### config.mk
export PLATFORM = sky130hd
export DESIGN_NAME = loop_index_engine
export DESIGN_NICKNAME = d
export VERILOG_FILES = /design/src/rtl/loop_idx_pkg.sv /design/src/rtl/loop_idx_term.sv /design/src/rtl/loop_idx_slot.sv /design/src/rtl/loop_index_engine.sv
export SDC_FILE = /design/constraint.sdc
export NUM_CORES = 1
export LEC_CHECK = 0
export BUFFER_PORTS_ARGS = -buffer_cell sky130_fd_sc_hd__buf_2
export CAP_MARGIN = 10
export CELL_PAD_IN_SITES_DETAIL_PLACEMENT = 1
export CELL_PAD_IN_SITES_GLOBAL_PLACEMENT = 1
export CORE_MARGIN = 2
export CORE_UTILIZATION = 45
export DETAILED_ROUTE_END_ITERATION = 10
export HOLD_SLACK_MARGIN = 0.15
export PLACE_DENSITY = 0.81
export SLEW_MARGIN = 40
export SYNTH_ARGS = -nofsm -noshare
export SYNTH_HDL_FRONTEND = slang
export SYNTH_SLANG_ARGS = --single-unit
export TNS_END_PERCENT = 100
### constraint.sdc
create_clock -name clk -period 37.8 [get_ports clk]
set_clock_uncertainty 0.15 [all_clocks]
set_input_delay 3.78 -clock clk [delete_from_list [all_inputs] [get_ports clk]]
set_output_delay 3.78 -clock clk [all_outputs]
set_load 0.005 [all_outputs]
### src/rtl/loop_idx_pkg.sv
package loop_idx_pkg;
  typedef enum logic [1:0] {
    FLD_START  = 2'd0,
    FLD_BOUND  = 2'd1,
    FLD_STEP   = 2'd2,
    FLD_UNUSED = 2'd3
  } field_e;
endpackage

### src/rtl/loop_idx_term.sv
module loop_idx_term #(
  parameter int IDX_W = 16
) (
  input  logic [IDX_W-1:0] cur_idx,
  input  logic [IDX_W-1:0] step,
  input  logic [IDX_W-1:0] bound,
  output logic             exhausted
);
  logic [IDX_W:0] next_sum;

  always_comb begin
    next_sum  = {1'b0, cur_idx} + {1'b0, step};
    exhausted = (next_sum > {1'b0, bound});
  end
endmodule

### src/rtl/loop_idx_slot.sv
module loop_idx_slot
  import loop_idx_pkg::*;
#(
  parameter int IDX_W = 16
) (
  input  logic             clk,
  input  logic             rst_n,
  input  logic             wr_hit,
  input  logic [1:0]       wr_field,
  input  logic [IDX_W-1:0] wr_data,
  input  logic             step_hit,
  output logic [IDX_W-1:0] idx_o,
  output logic             exhausted_o
);
  logic [IDX_W-1:0] start_q, bound_q, step_q, idx_q;
  logic [IDX_W-1:0] start_n, bound_n, step_n, idx_n;
  logic             reg_en;
  logic             done_now;

  loop_idx_term #(.IDX_W(IDX_W)) u_term (
    .cur_idx  (idx_q),
    .step     (step_q),
    .bound    (bound_q),
    .exhausted(done_now)
  );

  always_comb begin
    start_n = start_q;
    bound_n = bound_q;
    step_n  = step_q;
    idx_n   = idx_q;
    if (wr_hit) begin
      case (field_e'(wr_field))
        FLD_START: begin
          start_n = wr_data;
          idx_n   = wr_data;
        end
        FLD_BOUND: bound_n = wr_data;
        FLD_STEP:  step_n  = wr_data;
        default:   ;
      endcase
    end else if (step_hit) begin
      idx_n = done_now ? start_q : idx_q + step_q;
    end
  end

  assign reg_en = wr_hit | step_hit;

  always_ff @(posedge clk or negedge rst_n) begin
    if (!rst_n) begin
      start_q <= '0;
      bound_q <= '0;
      step_q  <= {{(IDX_W-1){1'b0}}, 1'b1};
      idx_q   <= '0;
    end else if (reg_en) begin
      start_q <= start_n;
      bound_q <= bound_n;
      step_q  <= step_n;
      idx_q   <= idx_n;
    end
  end

  assign idx_o       = idx_q;
  assign exhausted_o = done_now;
endmodule

### src/rtl/loop_index_engine.sv
module loop_index_engine #(
  parameter int NUM_LOOPS = 8,
  parameter int IDX_W     = 16,
  localparam int SEL_W    = $clog2(NUM_LOOPS)
) (
  input  logic             clk,
  input  logic             rst_n,
  input  logic             wr_en,
  input  logic [SEL_W-1:0] wr_loop,
  input  logic [1:0]       wr_field,
  input  logic [IDX_W-1:0] wr_data,
  input  logic             task_valid,
  input  logic             task_is_bwd,
  input  logic [SEL_W-1:0] task_loop,
  input  logic [SEL_W-1:0] idx_sel,
  output logic [IDX_W-1:0] idx_value,
  output logic             loop_end
);
  logic             rst_meta_n, rst_q_n;
  logic [IDX_W-1:0] idx_a [NUM_LOOPS];
  logic             exh_a [NUM_LOOPS];
  logic             bwd_now;

  always_ff @(posedge clk or negedge rst_n) begin
    if (!rst_n) begin
      rst_meta_n <= 1'b0;
      rst_q_n    <= 1'b0;
    end else begin
      rst_meta_n <= 1'b1;
      rst_q_n    <= rst_meta_n;
    end
  end

  assign bwd_now = task_valid & task_is_bwd;

  for (genvar g = 0; g < NUM_LOOPS; g++) begin : g_loop
    if (g == 0) begin : g_reserved
      assign idx_a[g] = '0;
      assign exh_a[g] = 1'b0;
    end else begin : g_slot
      logic wr_hit_g, step_hit_g;
      assign wr_hit_g   = wr_en & (wr_loop == SEL_W'(g));
      assign step_hit_g = bwd_now & (task_loop == SEL_W'(g)) & ~wr_hit_g;
      loop_idx_slot #(.IDX_W(IDX_W)) u_slot (
        .clk        (clk),
        .rst_n      (rst_q_n),
        .wr_hit     (wr_hit_g),
        .wr_field   (wr_field),
        .wr_data    (wr_data),
        .step_hit   (step_hit_g),
        .idx_o      (idx_a[g]),
        .exhausted_o(exh_a[g])
      );
    end
  end

  assign loop_end  = bwd_now & exh_a[task_loop];
  assign idx_value = idx_a[idx_sel];
endmodule

Word-level counts from Yosys, hierarchy flattened
Cells that the tools add are included.
Widths: inputs -> output; s select.
{"block": "word_totals", "ff_bits": 450, "input_bits": 32}
{"block": "op_classes", "addsub": 14, "n_lt_le_gt_ge": 9, "eq_ne": 23, "muxes": 28, "bitwise": 39, "reduce_logical": 36}
{"cell": "$mux 16", "count": 24}
{"cell": "$add 16x16->17", "count": 7}
{"cell": "$gt 17x16->1", "count": 7}
{"cell": "$add 16x16->16", "count": 7}
{"cell": "$reduce_and 3->1", "count": 28}
{"cell": "$bmux 16 s3", "count": 1}
{"cell": "$eq 3x3->1 const B", "count": 8}
{"cell": "$and 1x1->1", "count": 23}
{"cell": "$ne 2x2->1 const B", "count": 7}
{"cell": "$reduce_bool 2->1", "count": 7}
{"cell": "$eq 3x2->1 const B", "count": 4}
{"cell": "$ge 4x4->1 const B", "count": 2}
{"cell": "$not 3->4", "count": 2}
{"cell": "$not 1->1", "count": 7}
{"cell": "$or 1x1->1", "count": 7}
{"cell": "$eq 3x1->1 const B", "count": 2}
{"cell": "$bmux 1 s3", "count": 1}
{"cell": "$eq 2x1->1 const B", "count": 1}
{"cell": "$eq 2x2->1 const B", "count": 1}
{"cell": "$logic_not 2->1", "count": 1}
{"cell": "$mux 1", "count": 2}

Depth between registers and ports, before layout
{"block": "depth", "ltp_word": 6, "mapped_depth": 21}

Modules after synthesis
From an unflattened synthesis, not the netlist that was laid out.
{"block": "hier_totals", "hier_cells": 3679, "hier_area_um2": 33438.3}
{"mod": "loop_idx_slot at g_loop[1].g_slot.u_slot ...", "n_inst": 4, "cells_each": 349, "area_per_inst_um2": 3478.3, "seq_area_each_um2": 1602.8}
{"mod": "loop_idx_slot at g_loop[3].g_slot.u_slot ...", "n_inst": 3, "cells_each": 347, "area_per_inst_um2": 3473.3, "seq_area_each_um2": 1602.8}
{"mod": "loop_idx_term at g_loop[4].g_slot.u_slot.u_term ...", "n_inst": 4, "cells_each": 152, "area_per_inst_um2": 1103.6, "seq_area_each_um2": 0.0}
{"mod": "loop_idx_term at g_loop[1].g_slot.u_slot.u_term ...", "n_inst": 3, "cells_each": 162, "area_per_inst_um2": 1152.4, "seq_area_each_um2": 0.0}
{"mod": "loop_index_engine", "n_inst": 1, "cells_each": 148, "area_per_inst_um2": 1233.7, "seq_area_each_um2": 50.0}

Least setup slack after synthesis
OpenSTA, ideal clock, no wires.
{"block": "synth_timing", "kind": "input port to output port", "startpoint": "input idx_sel[0]", "endpoint": "output idx_value[10]", "arrival_ps": 5358, "path_slack_ps": 28512, "path_stages": 5, "path_cell_list": "clkbuf_1 -> buf_1 -> mux4_2 -> nand2_1 -> o21ai_0"}
{"block": "synth_via", "elab_chain_cells": 4}
{"item": "start, declared", "line": "loop_index_engine.sv:15", "text": "input logic [SEL_W-1:0] idx_sel,"}
{"item": "$not 3->4 (not written as such)", "line": "loop_index_engine.sv:58", "text": "assign idx_value = idx_a[idx_sel];"}
{"item": "$bmux 16 s3", "line": "loop_index_engine.sv:58"}
{"item": "$mux 16 (not written as such) (2 in series)", "line": "loop_index_engine.sv:58"}
{"item": "end, declared", "line": "loop_index_engine.sv:16", "text": "output logic [IDX_W-1:0] idx_value,"}
Every way passes these cells. The select of a mux whose other input is x is not followed.

Worst setup path in the final report
{"block": "layout_timing", "startpoint": "input task_valid", "endpoint": "output loop_end"}
{"block": "layout_via", "elab_chain_cells": 2}
{"item": "start, declared", "line": "loop_index_engine.sv:12", "text": "input logic task_valid,"}
{"item": "$and 1x1->1", "line": "loop_index_engine.sv:34", "text": "assign bwd_now = task_valid & task_is_bwd;"}
{"item": "$and 1x1->1", "line": "loop_index_engine.sv:57", "text": "assign loop_end = bwd_now & exh_a[task_loop];"}
{"item": "end, declared", "line": "loop_index_engine.sv:17", "text": "output logic loop_end"}
Every way passes these cells.

==> reports/results.ini <==
[status]
outcome = finished, violations left
violations = DRC

[placement]
post-place-ws_ns = 28.06
portBuffers = 48
dp.cells = 3546
dp.final_hpwl_um = 66200
gp_congestion = 0.974

[timing]
finalHoldViolCount = 0
slew_headroom_pct = 38.4
setup_viol = 0
fin_crit_sh_pct = 26.0
final_max_slew_viol_count = 0
finalCriticalPeriod_ns = 9.84
setup_ws_ns = 27.96
tightest_slew_ns = 0.924
max_freq_ghz = 0.102
rsz0062_at_grt = no
fin_setup_tns_ns = 0
holdWs_ns = 0.173

[power_and_ir_drop]
p_int_mw = 1.59
power_frac_seq_pct = 27.1
leakage_nw = 14.6
power_frac_comb_pct = 54.9
pwr-share-clk_pct = 18.0
p_sw_share_pct = 45.2
irDropWorstVdd_v = 0.0000584
p_sw_mw = 1.31
p_per_area_nw_per_um2 = 97.5

[synthesis]
ys_seq_elements = 450
synth-async-reset-ratio_pct = 100
yosys-top-cells-area = dfrtp_1, ha_1, nand2_1, mux2_2, mux2i_1
synth_area_leader_cell = dfrtp_1
synth_cells = 2825
synth_common_cells = nand2_1, dfrtp_1, ha_1
synth_most_common_cell = nand2_1
synth-main-ff-cell = dfrtp_1
synth_top_area_share_pct = 41.2
yosysWarnings = 0
syn-cell-area_um2 = 26900
yosysSeqAreaShare_pct = 41.8
synthesis.nets = 3088
synth.distinct_cells = 79
synth_edf_count = 0
synth.avg_cell_area_um2 = 9.53

[setup_path]
required_ns = 33.87
cp-start-kind = input pin
crit_type = input pin to output port
critPathMaxFanout = 4
reg2reg_to = g_loop[1].g_slot.u_slot.idx_o[8]
regToRegSetupSlack_ns = 32.54
r2r_cells = 17
r2r_start = g_loop[1].g_slot.u_slot.idx_o[1]
arrival_ns = 5.91
end_kind = output port

[finish]
post-route-util_pct = 50.4
layout-drive-gt1-share_pct = 14.1
fin_cells = 3645
syn_to_final_growth_pct = 10.6
layout.nets = 3091

[routing]
antenna_left = 0
drc_errors = 4
wl_per_cell_um = 25.9
drtIter0Drc = 1641
dr.pass1.iters = 8
wirelength_um = 94300
vias = 22400
vias_per_cell = 6.14

[clocking]
post_cts_buffers = 0
cts_tree = yes
root_buffer = clkbuf_16
cts.sink_count = 450
cts_made_buffers = 52
clk_path_buf_depth = 3
ctsResizeCount = 0
cts-hold-fix-buffers = 0
clk_pin_slew_ns = 0.06
clk_latency_ns = 0.62
h-tree-depth = 2

[flow_run]
cap_viol_max_count = 0

[global_route]
grt_max_degree = 82
grt-ovfl-total = 0
grt_use_total_pct = 30.6
grt_pass1_wl_um = 146000
antenna_found_initial = 13
grt_pass1_vias = 24300

[die]
die_h_um = 249
dieArea_um2 = 61800
std_cell_rows = 89
design.core.area_um2 = 59100
die_w_um = 249
ios = 49
initial_core_util_pct = 45.5

[worst_hold_path]
hp-class = flip-flop to asynchronous set/reset pin

layout make-up:
class	instances	area, µm²
Antenna cell	4	10.0
Sequential cell	450	11300
Inverter	135	507
Clock inverter	14	204
Timing Repair Buffer	79	547
Clock buffer	80	1550
Multi-Input combinational cell	2110	14700
Tap cell	773	967
Fill cell	6610	29300
per-stage QoR:
step / total power, mW / cell area [µm²]
final: 2.90 / 29800
after global routing: 3.09 / 29800
after CTS: 2.89 / 29700
after detailed placement: 2.34 / 28000
after global placement: 2.24 / 27900
after floorplan: 1.85 / 26900
kinds of logic after synthesis:
| family | count (synthesis) | synth area share (%) |
|---|---|---|
| other cells | 1 | 0.0139 |
| xor+xnor | 85 | 2.76 |
| mux | 304 | 12.9 |
| buf+inv | 265 | 3.81 |
| compound gates | 551 | 12.5 |
| simple gates | 938 | 15.2 |
| flops | 450 | 41.8 |
| fa+ha+maj | 231 | 10.9 |
registers in the layout, summed over array words and instances, names as in the netlist:
signal and cells:
g_loop.g_slot.u_slot.bound_q 112, g_loop.g_slot.u_slot.idx_o 112, g_loop.g_slot.u_slot.start_q 112, g_loop.g_slot.u_slot.step_q 112
rst_meta_n 1, rst_q_n 1
worst max-delay path, cell delays in order:
cell,delay (ns)
buf_2,0.13
nand2_1,0.08
nor2_1,0.23
nand3b_1,0.29
a221oi_1,0.68
nor4_1,0.15
nand4_1,0.13
nor2_1,0.06
o2111ai_1,0.18
buf_2,0.18
placed cells by master, fill, tap and decap left out, types with 33 or more instances in the layout:
master     count
nand2_1      570
nor2_1       122
mux2i_1      107
a21oi_1      189
and3_1        67
dfrtp_1      442
inv_1        135
xnor2_1       65
ha_1         224
mux2_2       180
clkbuf_16     52
buf_2         42
o21ai_0      133
a21o_1        33
routing by layer:
layer  global-route usage (%)  part of all wire, %
met3                     6.42                  6.8
met2                     50.7                   47
met5                        0                0.098
met1                     37.2                   40
met4                     17.1                  6.1
how the worst max path moves through the flow:
stage	from	endpoint
after floorplan	rst_q_n	g_loop[1].g_slot.u_slot.bound_q[0]
after global placement	idx_sel[1]	idx_value[15]
after detailed placement	task_valid	loop_end
after CTS	task_valid	loop_end
after global routing	g_loop[1].g_slot.u_slot.idx_o[1]	loop_end
final	task_valid	loop_end
power by group through the flow:
stage | registers, mW | logic [mW] | clock network (mW)
final | 0.786 | 1.59 | 0.524
after global routing | 0.792 | 1.75 | 0.551
after CTS | 0.778 | 1.58 | 0.530
after detailed placement | 0.785 | 1.55 | 0
after global placement | 0.778 | 1.46 | 0
after floorplan | 0.690 | 1.16 | 0
Note: power is estimated with default switching activity, not from simulation.
